**config.mk**
```make
export PLATFORM = sky130hd
export DESIGN_NAME = rm_push_array
export DESIGN_NICKNAME = d
export VERILOG_FILES = /design/src/rtl/rm_pkg.sv /design/src/rtl/rm_max_tree.sv /design/src/rtl/rm_level_store.sv /design/src/rtl/rm_rank_perm.sv /design/src/rtl/rm_push_array.sv
export SDC_FILE = /design/constraint.sdc
export NUM_CORES = 1
export LEC_CHECK = 0
export BUFFER_PORTS_ARGS = -buffer_cell sky130_fd_sc_hd__buf_2
export CAP_MARGIN = 10
export CORE_ASPECT_RATIO = 2
export CORE_UTILIZATION = 30
export DETAILED_ROUTE_END_ITERATION = 8
export HOLD_SLACK_MARGIN = 0.02
export PLACE_DENSITY = 0.47
export SYNTH_ARGS = -nofsm -noshare
export SYNTH_HDL_FRONTEND = slang
export SYNTH_SLANG_ARGS = --single-unit
export TNS_END_PERCENT = 5
```
**constraint.sdc**
```tcl
create_clock -name clk -period 5.75 [get_ports clk]
set_clock_uncertainty 0.15 [all_clocks]
set_input_delay 1.725 -clock clk [delete_from_list [all_inputs] [get_ports clk]]
set_output_delay 1.725 -clock clk [all_outputs]
set_load 0.02 [all_outputs]
```
**src/rtl/rm_pkg.sv**
```systemverilog
package rm_pkg;

  // Ordering rule between two cells: higher level wins, lower index breaks ties.
  function automatic logic outranks(input int unsigned lvl_a, input int unsigned idx_a,
                                    input int unsigned lvl_b, input int unsigned idx_b);
    return (lvl_a > lvl_b) || ((lvl_a == lvl_b) && (idx_a < idx_b));
  endfunction

  // Level a cell takes after erase: a descending ladder giving the identity order.
  function automatic int unsigned erased_level(input int unsigned idx, input int unsigned n);
    return n - 1 - idx;
  endfunction

endpackage

```
**src/rtl/rm_max_tree.sv**
```systemverilog
module rm_max_tree #(
  parameter int N_CELLS = 4,
  parameter int LVL_W   = 3,
  parameter int IDX_W   = 2
) (
  input  logic [N_CELLS*LVL_W-1:0] levels_i,
  output logic [LVL_W-1:0]         max_lvl_o,
  output logic [IDX_W-1:0]         top_idx_o
);
  always_comb begin
    max_lvl_o = levels_i[0 +: LVL_W];
    top_idx_o = '0;
    for (int i = 1; i < N_CELLS; i++) begin
      if (levels_i[i*LVL_W +: LVL_W] > max_lvl_o) begin
        max_lvl_o = levels_i[i*LVL_W +: LVL_W];
        top_idx_o = IDX_W'(i);
      end
    end
  end
endmodule

```
**src/rtl/rm_level_store.sv**
```systemverilog
module rm_level_store #(
  parameter int N_CELLS  = 4,
  parameter int Q_LEVELS = 5,
  parameter int LVL_W    = 3,
  parameter int IDX_W    = 2
) (
  input  logic                     clk,
  input  logic                     rst_n,
  input  logic                     push_valid_i,
  input  logic [IDX_W-1:0]         push_idx_i,
  input  logic                     erase_i,
  input  logic [LVL_W-1:0]         max_lvl_i,
  input  logic [IDX_W-1:0]         top_idx_i,
  output logic [N_CELLS*LVL_W-1:0] levels_o,
  output logic                     overflow_o
);
  localparam logic [LVL_W-1:0] TOP_LVL = LVL_W'(Q_LEVELS - 1);

  logic [LVL_W-1:0]         lvl_q [N_CELLS];
  logic [N_CELLS*LVL_W-1:0] erased_flat;
  logic [N_CELLS-1:0]       sel_oh;
  logic [LVL_W-1:0]         sel_lvl;
  logic [LVL_W-1:0]         next_top_lvl;
  logic idx_ok, push_live, push_hit_top, push_full, push_accept, push_reject;
  logic ovf_q;

  for (genvar g = 0; g < N_CELLS; g++) begin : g_cell
    localparam logic [LVL_W-1:0] ERASED = LVL_W'(rm_pkg::erased_level(g, N_CELLS));
    assign sel_oh[g]                     = (push_idx_i == IDX_W'(g));
    assign erased_flat[g*LVL_W +: LVL_W] = ERASED;
    assign levels_o[g*LVL_W +: LVL_W]    = lvl_q[g];

    always_ff @(posedge clk) begin
      if (!rst_n || erase_i) lvl_q[g] <= ERASED;
      else if (push_accept && sel_oh[g]) lvl_q[g] <= next_top_lvl;
    end
  end

  always_comb begin
    sel_lvl = '0;
    for (int i = 0; i < N_CELLS; i++)
      if (sel_oh[i]) sel_lvl = lvl_q[i];
  end

  assign idx_ok       = |sel_oh;
  assign push_live    = push_valid_i && !erase_i && idx_ok;
  assign push_hit_top = (sel_lvl == max_lvl_i);
  assign push_full    = (max_lvl_i >= TOP_LVL);
  assign push_accept  = push_live && !push_hit_top && !push_full;
  assign push_reject  = push_live && !push_hit_top && push_full;
  assign next_top_lvl = max_lvl_i + LVL_W'(1);

  always_ff @(posedge clk) begin
    if (!rst_n) ovf_q <= 1'b0;
    else        ovf_q <= push_reject;
  end
  assign overflow_o = ovf_q;


  accept_top_chk: assert property (@(posedge clk) disable iff (!rst_n)
    push_accept |=> (top_idx_i == $past(push_idx_i)) && (max_lvl_i == $past(max_lvl_i) + LVL_W'(1)));

  top_push_chk: assert property (@(posedge clk) disable iff (!rst_n)
    (push_live && push_hit_top) |=> $stable(levels_o) && !overflow_o);

  overflow_hold_chk: assert property (@(posedge clk) disable iff (!rst_n)
    overflow_o |-> $stable(levels_o) && $past(push_valid_i) && !$past(erase_i));

  erase_ladder_chk: assert property (@(posedge clk) disable iff (!rst_n)
    erase_i |=> (levels_o == erased_flat) && !overflow_o);
endmodule

```
**src/rtl/rm_rank_perm.sv**
```systemverilog
module rm_rank_perm #(
  parameter int N_CELLS = 4,
  parameter int LVL_W   = 3,
  parameter int IDX_W   = 2
) (
  input  logic [N_CELLS*LVL_W-1:0] levels_i,
  output logic [N_CELLS*IDX_W-1:0] perm_o
);
  logic [IDX_W-1:0] rank [N_CELLS];

  for (genvar c = 0; c < N_CELLS; c++) begin : g_rank
    always_comb begin
      rank[c] = '0;
      for (int j = 0; j < N_CELLS; j++)
        if (rm_pkg::outranks(32'(levels_i[j*LVL_W +: LVL_W]), j,
                             32'(levels_i[c*LVL_W +: LVL_W]), c))
          rank[c] = rank[c] + IDX_W'(1);
    end
  end

  always_comb begin
    perm_o = '0;
    for (int k = 0; k < N_CELLS; k++)
      for (int i = 0; i < N_CELLS; i++)
        if (rank[i] == IDX_W'(k)) perm_o[k*IDX_W +: IDX_W] = IDX_W'(i);
  end
endmodule

```
**src/rtl/rm_push_array.sv**
```systemverilog
module rm_push_array #(
  parameter int N_CELLS  = 4,
  parameter int Q_LEVELS = 5,
  localparam int IDX_W   = (N_CELLS > 1) ? $clog2(N_CELLS) : 1,
  localparam int LVL_W   = (Q_LEVELS > 1) ? $clog2(Q_LEVELS) : 1
) (
  input  logic                     clk,
  input  logic                     rst_n,
  input  logic                     push_valid_i,
  input  logic [IDX_W-1:0]         push_idx_i,
  input  logic                     erase_i,
  output logic [N_CELLS*LVL_W-1:0] levels_o,
  output logic [N_CELLS*IDX_W-1:0] perm_o,
  output logic                     overflow_o
);
  logic [LVL_W-1:0]   max_lvl;
  logic [IDX_W-1:0]   top_idx;
  logic [N_CELLS-1:0] seen;

  rm_max_tree #(.N_CELLS(N_CELLS), .LVL_W(LVL_W), .IDX_W(IDX_W)) u_max (
    .levels_i(levels_o), .max_lvl_o(max_lvl), .top_idx_o(top_idx));

  rm_level_store #(.N_CELLS(N_CELLS), .Q_LEVELS(Q_LEVELS), .LVL_W(LVL_W), .IDX_W(IDX_W)) u_store (
    .clk(clk), .rst_n(rst_n), .push_valid_i(push_valid_i), .push_idx_i(push_idx_i),
    .erase_i(erase_i), .max_lvl_i(max_lvl), .top_idx_i(top_idx),
    .levels_o(levels_o), .overflow_o(overflow_o));

  rm_rank_perm #(.N_CELLS(N_CELLS), .LVL_W(LVL_W), .IDX_W(IDX_W)) u_rank (
    .levels_i(levels_o), .perm_o(perm_o));

  always_comb begin
    seen = '0;
    for (int k = 0; k < N_CELLS; k++)
      for (int i = 0; i < N_CELLS; i++)
        if (perm_o[k*IDX_W +: IDX_W] == IDX_W'(i)) seen[i] = 1'b1;
  end


  perm_complete_chk: assert property (@(posedge clk) disable iff (!rst_n)
    $countones(seen) == N_CELLS);

  level_range_chk: assert property (@(posedge clk) disable iff (!rst_n)
    max_lvl <= LVL_W'(Q_LEVELS - 1));

  perm_head_chk: assert property (@(posedge clk) disable iff (!rst_n)
    perm_o[0 +: IDX_W] == top_idx);

  for (genvar k = 0; k + 1 < N_CELLS; k++) begin : g_order
    logic [IDX_W-1:0] hi_idx, lo_idx;
    assign hi_idx = perm_o[k*IDX_W +: IDX_W];
    assign lo_idx = perm_o[(k+1)*IDX_W +: IDX_W];

    perm_order_chk: assert property (@(posedge clk) disable iff (!rst_n)
      levels_o[hi_idx*LVL_W +: LVL_W] >= levels_o[lo_idx*LVL_W +: LVL_W]);
  end
endmodule

```
# --- Word-level counts from Yosys, hierarchy flattened ---
# Memories as Yosys holds them, arrays and structs flattened.
# Cells that the tools add are included.
op_classes:
  mux: 49
  reduce_logical: 25
  n_addsub: 10
  eq_ne: 19
  bitwise: 4
  n_lt_le_gt_ge: 16
ops:
  columns: ["operator", "n"]
  rows:
  - ["$gt 3x3->1", 15]
  - ["$mux 2", 17]
  - ["$mux 3", 11]
  - ["$eq 3x3->1", 7]
  - ["$mux 1", 21]
  - ["$add 2x1->2 const B", 9]
  - ["$eq 2x2->1 const B", 8]
  - ["$logic_and 1x1->1", 9]
  - ["$eq 2x1->1 const B", 4]
  - ["$logic_not 2->1", 4]
  - ["$logic_or 1x1->1", 7]
  - ["$logic_not 1->1", 4]
  - ["$or 1x1->1", 4]
  - ["$reduce_or 4->1", 1]
  - ["$add 3x1->3 const B", 1]
  - ["$ge 3x3->1 const B", 1]
word_totals:
  output_inout_bits: 21
  wordCells: 125
  mem_bits_rw: 12
  mem_count: 1
  ff_bits: 1
memory_table:
  columns: ["name", "words", "width", "rd", "rd_ports_with_merged_regs", "wr", "line", "text"]
  rows:
  - ["u_store.lvl_q", 4, 3, 4, 0, 4, "rm_level_store.sv:19", "logic [LVL_W-1:0] lvl_q [N_CELLS];"]

# --- Depth between registers and ports, before layout ---
# Gate-level depths: netlist of the first run.
# An unclocked memory read counts as a cell.
depth:
  ltp_word: 16
  ltp_mapped: 20

# --- Modules after synthesis ---
# Synthesis of the first run repeated with hierarchy kept, for this count alone.
hier_totals:
  cells_unflattened: 236
  area_unflattened_um2: 2124.5
modules_own_cells:
  columns: ["mod", "area_per_inst_um2", "seq_area_each_um2", "cells_each", "instances"]
  rows:
  - ["rm_rank_perm", 852.1, 0.0, 110, 1]
  - ["rm_level_store", 827.0, 380.4, 72, 1]
  - ["rm_max_tree", 445.4, 0.0, 54, 1]

# --- Worst setup path before layout of the first run ---
# No wires, ideal clock.
synth_timing:
  kind: "register to register"
  from: "memory u_store.lvl_q[1][1]"
  to: "memory u_store.lvl_q[0][0], enable pin"
  synth_period_minus_slack_ps: 4991
  setup_slack_ps: 759
  n_path_buf: 0
  path_stages_with_launch: 17
  arrival_time_ps: 4467
  setup_ps: 374
  path_cell_list: "edfxtp_1 inv_1 ha_1 or3b_1 and4_4 or2_2 ha_1 nand3b_1 and3_1 or2_2 ha_1 a21oi_1 nand2_1 o31ai_2 xor2_1 a221oi_2 o41ai_1"
synth_rtl:
  columns: ["element", "line"]
  rows:
  - ["start, declared", "rm_level_store.sv:19"]

==> out/metrics.yaml, run 1 <==
status: "complete, but fails checks"
violations: "design-rule violations"
min_to: "u_store.overflow_o"
cts_buffer_depth: 2
rsz0062_at_grt: "false"
synth_ff_type: "edfxtp_1"
hold_class: "reg2reg"
grt_max_degree: 14
drv_slew: 0
grt_overflow: 0
internal-power_mw: 0.372
cp.required_ns: 5.48
htree_levels: 1
synth_seq_cells: 13
r2r_start: "u_store.lvl_q[0][2]"
clock_latency_ns: 0.24
p_switching_mw: 0.310
synth_cell_types: 55
cts_setup_buffers: 0
fin_cells: 301
post-route-util_pct: 36.4
io_buffers: 26
endpoint_kind: "flip-flop"
slew_headroom_pct: 63.8
switching_share_pct: 45.4
die_x_um: 57.8
nNetsFinal: 277
pwr-share-comb_pct: 63.8
dr_total_vias: 1694
setup_viol_count_final: 0
fmax_ghz: 0.186
ys_warn_count: 0
avgRoutedWirePerCell_um: 18.1
worstMarginPinSlew_ns: 0.538
drt_iter0_drc: 49
synth_area_mm2: 0.00187
synth_edf_count: 12
gp_congestion: 0.808
route.detailed.drc: 2
power.leakage_nw: 0.995
drt_first_pass_iters: 6
num_rows: 40
cts_tree: "yes"
grt_pass1_wl_um: 8660
peakVddDrop_mv: 0.216
cap_violations: 0
grt_pass1_vias: 1770
hold_viol: 0
synth_area_per_cell_um2: 9.08
design_area_mm2: 0.00219
final_common_cell: "ha_1"
power_density_mw_per_mm2: 312
tns_ns: 0
place_area_mm2: 0.00210
syn2layout_area_growth_pct: 16.9
final_antenna_net_count: 0
dp_hpwl_um: 4610
crit_type: "reg2reg"
fin_crit_ns: 5.37
clkPwrFrac_pct: 19.1
track_usage_pct: 17.7
cp.arrival_ns: 5.10
reg2reg_depth: 17
seq_area_frac_synth_pct: 20.3
seq_power_share_pct: 17.1
ioPinCount: 27
root_buffer: "clkbuf_16"
start_kind: "flip-flop"
synth.net_count: 244
cts_buffers: 3
hp-start: "u_store.lvl_q[3][2]"
diodes: 0
crit_fanout: 13
start_util_pct: 31.1
r2r_slack_ns: 0.38
die-height_um: 114
final_cell_mix: "ha_1, buf_2, inv_1"
finalCritPeriodShare_pct: 93.4
rr_endpoint: "u_store.lvl_q[3][0]"
clk_pin_slew_worst_paths_ns: 0.04
vias_per_cell: 5.63
drive_gt1_share_pct: 23.1
core-area_mm2: 0.00601
synthesis.instances: 206
place_inst: 297
dieArea_mm2: 0.00657
worstHoldPathCells: 4
drt-total-wl_um: 5450
nFillCells: 665
cts_sinks: 13
holdWs_ns: 0.845
async_flop_share_pct: 0
antenna_found_initial: 0
-- metal layers --
layer | global-route usage [%] | vias up | part of all wire, %
met5 | 0 | - | 0
met4 | 7.62 | 0 | 3.5
met3 | 0.680 | 14 | 1.9
met2 | 38.5 | 36 | 62
met1 | 15.0 | 798 | 33
li1 | - | 846 | -
-- power groups by stage --
stage,Clock (mW),Sequential [mW],Combinational [mW]
5_1_grt,0.134,0.117,0.481
2_1_floorplan,0,0.124,0.316
3_3_place_gp,0,0.118,0.430
3_5_place_dp,0,0.118,0.432
4_1_cts,0.129,0.117,0.437
6_report,0.130,0.117,0.434
-- final cells by class --
cell class              instances  area [µm²]  area share [%]
inverters                      23        86.3            3.95
multi-input cells             166        1390            63.4
flip-flops and latches         13         380            17.4
clock buffers                   4        78.8            3.60
well taps                      63        78.8            3.60
repair buffers                 32         175            8.01
-- flip-flops by register name, indices dropped and copies added (netlist names) --
register	count
u_store.overflow_o	1
u_store.lvl_q	12
-- timing repair --
item | in CTS | in global routing
hold buffers | 0 | 0
setup endpoints to repair | 0 | 3
resized for setup | 0 | 1
-- stage by stage --
stage	setup WS, ns	total power [mW]
floorplan	0.759	0.440
global placement	0.354	0.549
detailed placement	0.317	0.550
CTS	0.255	0.683
global route	0.0600	0.732
finish	0.379	0.681
-- critical path, stage by stage, from the launching register on --
cell and delay [ns]:
edfxtp_1 0.48, inv_1 0.07, ha_1 0.36, or3b_1 0.41
and4_4 0.20, or2_2 0.30, ha_1 0.19, nand3b_1 0.20
and3_1 0.22, or2_2 0.30, ha_1 0.34, a21oi_1 0.24
nand2_1 0.10, o31ai_2 0.34, xor2_1 0.31, a221oi_2 0.06
buf_4 0.20, o31ai_1 0.51
-- logic make-up after synthesis --
| kind of cell | after synthesis | synth area share, % |
|---|---|---|
| flops | 13 | 20.3 |
| compound gates | 54 | 22.9 |
| xor+xnor | 3 | 1.40 |
| buf+inv | 27 | 5.89 |
| mux | 5 | 4.68 |
| fa+ha+maj | 32 | 21.4 |
| simple gates | 72 | 23.3 |
-- worst max path at each step --
| stage | slack (ns) | endpoint | cells after the start | from |
|---|---|---|---|---|
| after floorplan | 0.76 | u_store.lvl_q[0][0] | 16 | u_store.lvl_q[1][1] |
| after global placement | 0.35 | u_store.lvl_q[0][1] | 18 | u_store.lvl_q[0][2] |
| after detailed placement | 0.32 | u_store.lvl_q[0][1] | 18 | u_store.lvl_q[0][2] |
| after CTS | 0.26 | u_store.lvl_q[0][1] | 17 | u_store.lvl_q[0][2] |
| after global routing | 0.06 | u_store.lvl_q[3][0] | 17 | u_store.lvl_q[0][2] |
| final | 0.38 | u_store.lvl_q[3][0] | 17 | u_store.lvl_q[0][2] |
-- synth_stat cells (2+ instances only) --
| cell type | n | area (µm²) |
|---|---|---|
| ha_1 | 32 | 400 |
| inv_1 | 23 | 86.3 |
| nand2_1 | 14 | 52.6 |
| edfxtp_1 | 12 | 360 |
| nand2b_1 | 11 | 68.8 |
| nor3_1 | 10 | 50.1 |
| o21ai_0 | 10 | 50.1 |
| nand3_1 | 9 | 45.0 |
| a21o_1 | 7 | 52.6 |
| nor2b_1 | 6 | 37.5 |
| o31ai_1 | 5 | 37.5 |
| a21oi_1 | 4 | 20.0 |
| a31oi_1 | 4 | 25.0 |
| mux4_2 | 3 | 67.6 |
| nand3b_1 | 3 | 22.5 |
| nor4_1 | 3 | 18.8 |
| o211ai_1 | 3 | 22.5 |
| o31a_1 | 3 | 26.3 |
| a21boi_2 | 2 | 22.5 |
| a32oi_1 | 2 | 17.5 |
| and3_1 | 2 | 12.5 |
| mux2i_1 | 2 | 20.0 |
| o22ai_1 | 2 | 12.5 |
| or2_2 | 2 | 12.5 |
| xor2_1 | 2 | 17.5 |
Power figures use the tool's default switching activity.
==> run 2: changes to the inputs <==
--- a/config.mk
+++ b/config.mk
@@ -8,10 +8,9 @@
 export BUFFER_PORTS_ARGS = -buffer_cell sky130_fd_sc_hd__buf_2
 export CAP_MARGIN = 10
 export CORE_ASPECT_RATIO = 2
-export CORE_UTILIZATION = 30
+export CORE_UTILIZATION = 41
 export DETAILED_ROUTE_END_ITERATION = 8
 export HOLD_SLACK_MARGIN = 0.02
-export PLACE_DENSITY = 0.47
 export SYNTH_ARGS = -nofsm -noshare
 export SYNTH_HDL_FRONTEND = slang
 export SYNTH_SLANG_ARGS = --single-unit
==> run 2 against run 1 <==
  * The run now ends clean
  * Power shrank 9.4%
  * Clock power down 38%
  * Hold slack improved by 0.050 ns
  * Die area fell by 26%
  * Register-to-register slack got worse by 0.06 ns
  * Final cell count decreased by 4.7%
  * Clock-buffer cell count stayed put
  * Sequential cell count stayed put
  * Critical endpoint is now u_store.lvl_q[2][2]
==> out/metrics.yaml, run 2 (synthesized netlist as in run 1, its figures left out) <==
power_density_mw_per_mm2: 293  # was 312 mW/mm²
drt_iter0_drc: 37  # was 49
start_util_pct: 42.7  # was 31.1%
clk_pin_slew_worst_paths_ns: 0.05  # was 0.04 ns
seq_power_share_pct: 19.5  # was 17.1%
nNetsFinal: 272  # was 277
fmax_ghz: 0.184  # was 0.186 GHz
fin_crit_ns: 5.43  # was 5.37 ns
grt_pass1_wl_um: 7860  # was 8660 µm
switching_share_pct: 47.6  # was 45.4%
clkPwrFrac_pct: 13.0  # was 19.1%
rsz0062_at_grt: "false"  # unchanged
drt_first_pass_iters: 4  # was 6
post-route-util_pct: 48.0  # was 36.4%
vias_per_cell: 5.81  # was 5.63
dr_total_vias: 1668  # was 1694
diodes: 0  # unchanged
grt_overflow: 0  # unchanged
holdWs_ns: 0.895  # was 0.845 ns
die_x_um: 49.8  # was 57.8 µm
max_stage_delay_ns: 0.62  # was 0.51 ns
tns_ns: 0  # unchanged
avgRoutedWirePerCell_um: 16.6  # was 18.1 µm
cap_violations: 0  # unchanged
cts_buffer_depth: 2  # unchanged
clock_latency_ns: 0.24  # about the same
place_area_mm2: 0.00205  # was 0.00210 mm²
hold_viol: 0  # unchanged
track_usage_pct: 21.4  # was 17.7%
top_register: "u_store.lvl_q"  # unchanged
path_cells: "inv_1 -> ha_1 -> or3b_1 -> and4_4 -> or2_2 -> ha_1 -> nand3b_1 -> and3_1 -> or2_2 -> ha_1 -> a21o_1 -> o21ai_2 -> mux2i_1 -> or3b_4 -> a221oi_2 -> o31ai_1"  # was inv_1 -> ha_1 -> or3b_1 -> and4_4 -> or2_2 -> ha_1 -> nand3b_1 -> and3_1 -> or2_2 -> ha_1 -> a21oi_1 -> nand2_1 -> o31ai_2 -> xor2_1 -> a221oi_2 -> buf_4 -> o31ai_1
pwr-share-comb_pct: 67.6  # was 63.8%
crit_type: "reg2reg"  # unchanged
status: "complete, no violations"  # was complete, but fails checks
fin_cells: 287  # was 301
p_switching_mw: 0.294  # was 0.310 mW
worstMarginPinSlew_ns: 0.666  # was 0.538 ns
design_area_mm2: 0.00210  # was 0.00219 mm²
htree_levels: 1  # unchanged
slowest_stage: "a221oi_2"  # was o31ai_1
drv_slew: 0  # unchanged
pre_cts_ws_ns: 0.342  # was 0.317 ns
internal-power_mw: 0.324  # was 0.372 mW
drive_gt1_share_pct: 21.5  # was 23.1%
cp.required_ns: 5.55  # was 5.48 ns
slew_headroom_pct: 55.6  # was 63.8%
num_rows: 34  # was 40
fin_ws_ns: 0.321  # was 0.379 ns
hold_class: "reg2reg"  # unchanged
io_buffers: 26  # unchanged
cts_tree: "yes"  # unchanged
ioPinCount: 27  # unchanged
finalCritPeriodShare_pct: 94.4  # was 93.4%
total_power_mw: 0.617  # was 0.681 mW
start_kind: "flip-flop"  # unchanged
die-height_um: 97.5  # was 114 µm
peakVddDrop_mv: 0.221  # was 0.216 mV
final_cell_mix: "ha_1, buf_2, inv_1"  # unchanged
dieArea_mm2: 0.00485  # was 0.00657 mm²
route.detailed.drc: 0  # was 2
cts_buffers: 3  # unchanged
final_common_cell: "ha_1"  # unchanged
cpMostUsedCell: "ha_1"  # unchanged
grt_max_degree: 11  # was 14
endpoint_kind: "flip-flop"  # unchanged
power.leakage_nw: 0.956  # was 0.995 nW
gp_congestion: 0.855  # was 0.808
place_inst: 283  # was 297
grt_pass1_vias: 1690  # was 1770
root_buffer: "clkbuf_8"  # was clkbuf_16
dp_hpwl_um: 4020  # was 4610 µm
setup_viol_count_final: 0  # unchanged
syn2layout_area_growth_pct: 12.5  # was 16.9%
cp.arrival_ns: 5.23  # was 5.10 ns
drt-total-wl_um: 4780  # was 5450 µm
final_antenna_net_count: 0  # unchanged
largest_register_ffs: 12  # unchanged
core-area_mm2: 0.00438  # was 0.00601 mm²
antenna_found_initial: 0  # unchanged
crit_fanout: 9  # was 13
cts_sinks: 13  # unchanged
## run 2: cell count changes in the layout (fill, tap and decap cells not counted)
cell,previous run,this run
clkbuf_16,3,0
clkbuf_8,0,3
buf_4,6,1
## run 2: power groups by stage
stage | Combinational (mW) | Sequential [mW] | Clock, mW
after floorplan | 0.316 | 0.124 | 0
after global placement | 0.415 | 0.122 | 0
after detailed placement | 0.414 | 0.122 | 0
after CTS | 0.416 | 0.120 | 0.0796
after global routing | 0.458 | 0.121 | 0.0840
final | 0.417 | 0.120 | 0.0800
## run 2: area by class of cell
| type | count | area [µm²] |
|---|---|---|
| Multi-Input combinational cell | 166 | 1390 |
| Fill cell | 444 | 2280 |
| Tap cell | 54 | 67.6 |
| Clock buffer | 4 | 45.0 |
| Sequential cell | 13 | 380 |
| Timing Repair Buffer | 27 | 138 |
| Inverter | 23 | 86.3 |
## run 2: per-layer routing
layer	track usage, %	share of wire [%]
met1	18.1	35
met2	44.5	59
met3	1.88	2.1
met4	11.6	4.4
met5	0	0
## run 2: what timing repair did
item,CTS,global route
hold buffers,0,0
setup endpoints to repair,0,3
resized for setup,0,1
buffers inserted,0,0
## run 2: path summary, 6_finish.rpt
| check | from | slack (ns) | to | cells after the start |
|---|---|---|---|---|
| setup / recovery | u_store.lvl_q[0][2] | 0.32 | u_store.lvl_q[2][2] | 16 |
| hold / removal | u_store.lvl_q[3][0] | 0.89 | u_store.lvl_q[0][0] | 4 |
| setup reg to reg | u_store.lvl_q[0][2] | 0.32 | u_store.lvl_q[2][2] | 16 |
| hold reg to reg | u_store.lvl_q[3][0] | 0.89 | u_store.lvl_q[0][0] | 4 |
## run 2: worst max-delay path, delay by kind of cell, from the launching register on
| kind | cells | cell delay (ns) |
|---|---|---|
| adder cells (fa/ha/maj) | 3 | 0.88 |
| multiplexers | 1 | 0.15 |
| flip-flops | 1 | 0.49 |
| AO/OA/AOI/OAI | 4 | 1.33 |
| buffers and inverters | 1 | 0.08 |
| AND/OR/NAND/NOR | 7 | 2.06 |
==> run 3: changes to the inputs <==
--- a/config.mk
+++ b/config.mk
@@ -8,9 +8,10 @@
 export BUFFER_PORTS_ARGS = -buffer_cell sky130_fd_sc_hd__buf_2
 export CAP_MARGIN = 10
 export CORE_ASPECT_RATIO = 2
-export CORE_UTILIZATION = 41
+export CORE_UTILIZATION = 55
 export DETAILED_ROUTE_END_ITERATION = 8
 export HOLD_SLACK_MARGIN = 0.02
+export PLACE_DENSITY = 0.77
 export SYNTH_ARGS = -nofsm -noshare
 export SYNTH_HDL_FRONTEND = slang
 export SYNTH_SLANG_ARGS = --single-unit
==> run 3 against run 2 <==
  * Via count is 2.9% higher
  * Combinational power about the same
  * Global-route usage up 5.9 points
  * Worst setup slack improved by 0.084 ns
  * Power grew 0.40%
  * Die area is 25% lower
  * Routed wire length shrank 3.6%
  * First-iteration DRC count shrank 30%
  * Critical path depth is 1 higher
  * Highest routed layer unchanged
==> out/metrics.yaml, run 3 (synthesized netlist as in run 1, its figures left out) <==
status: "complete, no violations"  # unchanged
cp_top_family: "simple AND/OR/NAND/NOR gates"  # unchanged
crit_fanout: 13  # was 9
power_density_mw_per_mm2: 297  # was 293 mW/mm²
antenna_found_initial: 0  # unchanged
cpMostUsedCell: "ha_1"  # unchanged
design_area_mm2: 0.00208  # was 0.00210 mm²
final_cell_mix: "ha_1, buf_2, inv_1"  # unchanged
vias_per_cell: 6.48  # was 5.81
cts_tree: "yes"  # unchanged
dr_total_vias: 1717  # was 1668
clock_latency_ns: 0.24  # about the same
path_cells: "inv_1 -> ha_1 -> or3b_1 -> and4_4 -> or2_2 -> ha_1 -> nand3b_1 -> and3_1 -> or2_2 -> ha_1 -> a21oi_1 -> nand2_1 -> o31ai_2 -> xor2_1 -> a221oi_2 -> buf_4 -> o31ai_1"  # was inv_1 -> ha_1 -> or3b_1 -> and4_4 -> or2_2 -> ha_1 -> nand3b_1 -> and3_1 -> or2_2 -> ha_1 -> a21o_1 -> o21ai_2 -> mux2i_1 -> or3b_4 -> a221oi_2 -> o31ai_1
cts_hold_buf: 0  # unchanged
post-route-util_pct: 65.3  # was 48.0%
cts_buffer_depth: 2  # unchanged
crit_type: "reg2reg"  # unchanged
final_common_cell: "ha_1"  # unchanged
clk_pin_slew_worst_paths_ns: 0.06  # was 0.05 ns
finalCritPeriodShare_pct: 92.9  # was 94.4%
die_x_um: 43.2  # was 49.8 µm
power.leakage_nw: 0.963  # was 0.956 nW
start_util_pct: 58.6  # was 42.7%
grt_max_degree: 14  # was 11
drt-total-wl_um: 4610  # was 4780 µm
worstMarginPinSlew_ns: 0.541  # was 0.666 ns
nNetsFinal: 273  # was 272
rsz0062_at_grt: "false"  # unchanged
htree_levels: 1  # unchanged
grt_pass1_wl_um: 7600  # was 7860 µm
peakVddDrop_mv: 0.262  # was 0.221 mV
final_antenna_net_count: 0  # unchanged
drt_first_pass_iters: 4  # unchanged
cp.arrival_ns: 5.08  # was 5.23 ns
track_usage_pct: 27.3  # was 21.4%
max_stage_delay_ns: 0.51  # was 0.62 ns
endpoint_kind: "flip-flop"  # unchanged
largest_register_ffs: 12  # unchanged
top_register: "u_store.lvl_q"  # unchanged
gp_congestion: 0.827  # was 0.855
slew_headroom_pct: 63.6  # was 55.6%
hold_class: "reg2reg"  # unchanged
tns_ns: 0  # unchanged
cp.required_ns: 5.48  # was 5.55 ns
ioPinCount: 27  # unchanged
fmax_ghz: 0.187  # was 0.184 GHz
grt_overflow: 0  # unchanged
post_cts_resized: 0  # unchanged
fin_cells: 265  # was 287
die-height_um: 84.5  # was 97.5 µm
diodes: 0  # unchanged
drt_iter0_drc: 26  # was 37
cts_setup_buffers: 0  # unchanged
cap_violations: 0  # unchanged
slowest_stage: "o31ai_1"  # was a221oi_2
root_buffer: "clkbuf_8"  # unchanged
syn2layout_area_growth_pct: 11.4  # was 12.5%
drive_gt1_share_pct: 22.2  # was 21.5%
grt_pass1_vias: 1716  # was 1690
cts_sinks: 13  # unchanged
dp_hpwl_um: 3890  # was 4020 µm
crit_buf_inv: 2  # was 1
route.detailed.drc: 0  # unchanged
place_area_mm2: 0.00203  # was 0.00205 mm²
num_rows: 29  # was 34
hold_viol: 0  # unchanged
start_kind: "flip-flop"  # unchanged
fin_crit_ns: 5.34  # was 5.43 ns
core-area_mm2: 0.00319  # was 0.00438 mm²
dieArea_mm2: 0.00365  # was 0.00485 mm²
io_buffers: 26  # unchanged
place_inst: 261  # was 283
cts_buffers: 3  # unchanged
drv_slew: 0  # unchanged
avgRoutedWirePerCell_um: 17.4  # was 16.6 µm
setup_viol_count_final: 0  # unchanged
[run 3: cell type report]
class | count | area [µm²]
Fill cell | 284 | 1110
Inverter | 23 | 86.3
Sequential cell | 13 | 380
Clock inverter | 1 | 5.00
Clock buffer | 3 | 41.3
Tap cell | 31 | 38.8
Multi-Input combinational cell | 166 | 1390
Timing Repair Buffer | 28 | 145
[run 3: worst paths after layout]
check / start / endpoint / slack (ns) / depth (start not counted)
max: u_store.lvl_q[0][2] / u_store.lvl_q[3][0] / 0.41 / 17
min: u_store.lvl_q[3][0] / u_store.lvl_q[0][0] / 0.87 / 4
max reg2reg: u_store.lvl_q[0][2] / u_store.lvl_q[3][0] / 0.41 / 17
min reg2reg: u_store.lvl_q[3][0] / u_store.lvl_q[0][0] / 0.87 / 4
[run 3: worst register-to-register path, cell delays in order, from the launching register on]
cell and delay, ns:
edfxtp_1 0.47, inv_1 0.08, ha_1 0.36, or3b_1 0.40, and4_4 0.20, or2_2 0.31, ha_1 0.19, nand3b_1 0.20
and3_1 0.23, or2_2 0.30, ha_1 0.34, a21oi_1 0.24, nand2_1 0.09, o31ai_2 0.34, xor2_1 0.31, a221oi_2 0.06
buf_4 0.19, o31ai_1 0.52
[run 3: through the flow]
stage                     hold slack (ns)  total power, mW  setup slack [ns]
after floorplan                     0.799            0.440             0.759
after global placement              0.863            0.529             0.503
after detailed placement            0.870            0.535             0.330
after CTS                           0.884            0.616             0.306
after global routing                0.933            0.664             0.114
final                               0.873            0.620             0.406
[run 3: report_power, final]
| group | switching, mW | internal (mW) |
|---|---|---|
| Clock | 0.0334 | 0.0479 |
| Combinational | 0.253 | 0.166 |
| Sequential | 0.00958 | 0.110 |
[run 3: layer usage]
layer / track usage [%] / routed length, µm
met3: 0.860 / 128
met2: 54.0 / 2670
met4: 16.5 / 260
met1: 25.1 / 1540
met5: 0 / 0
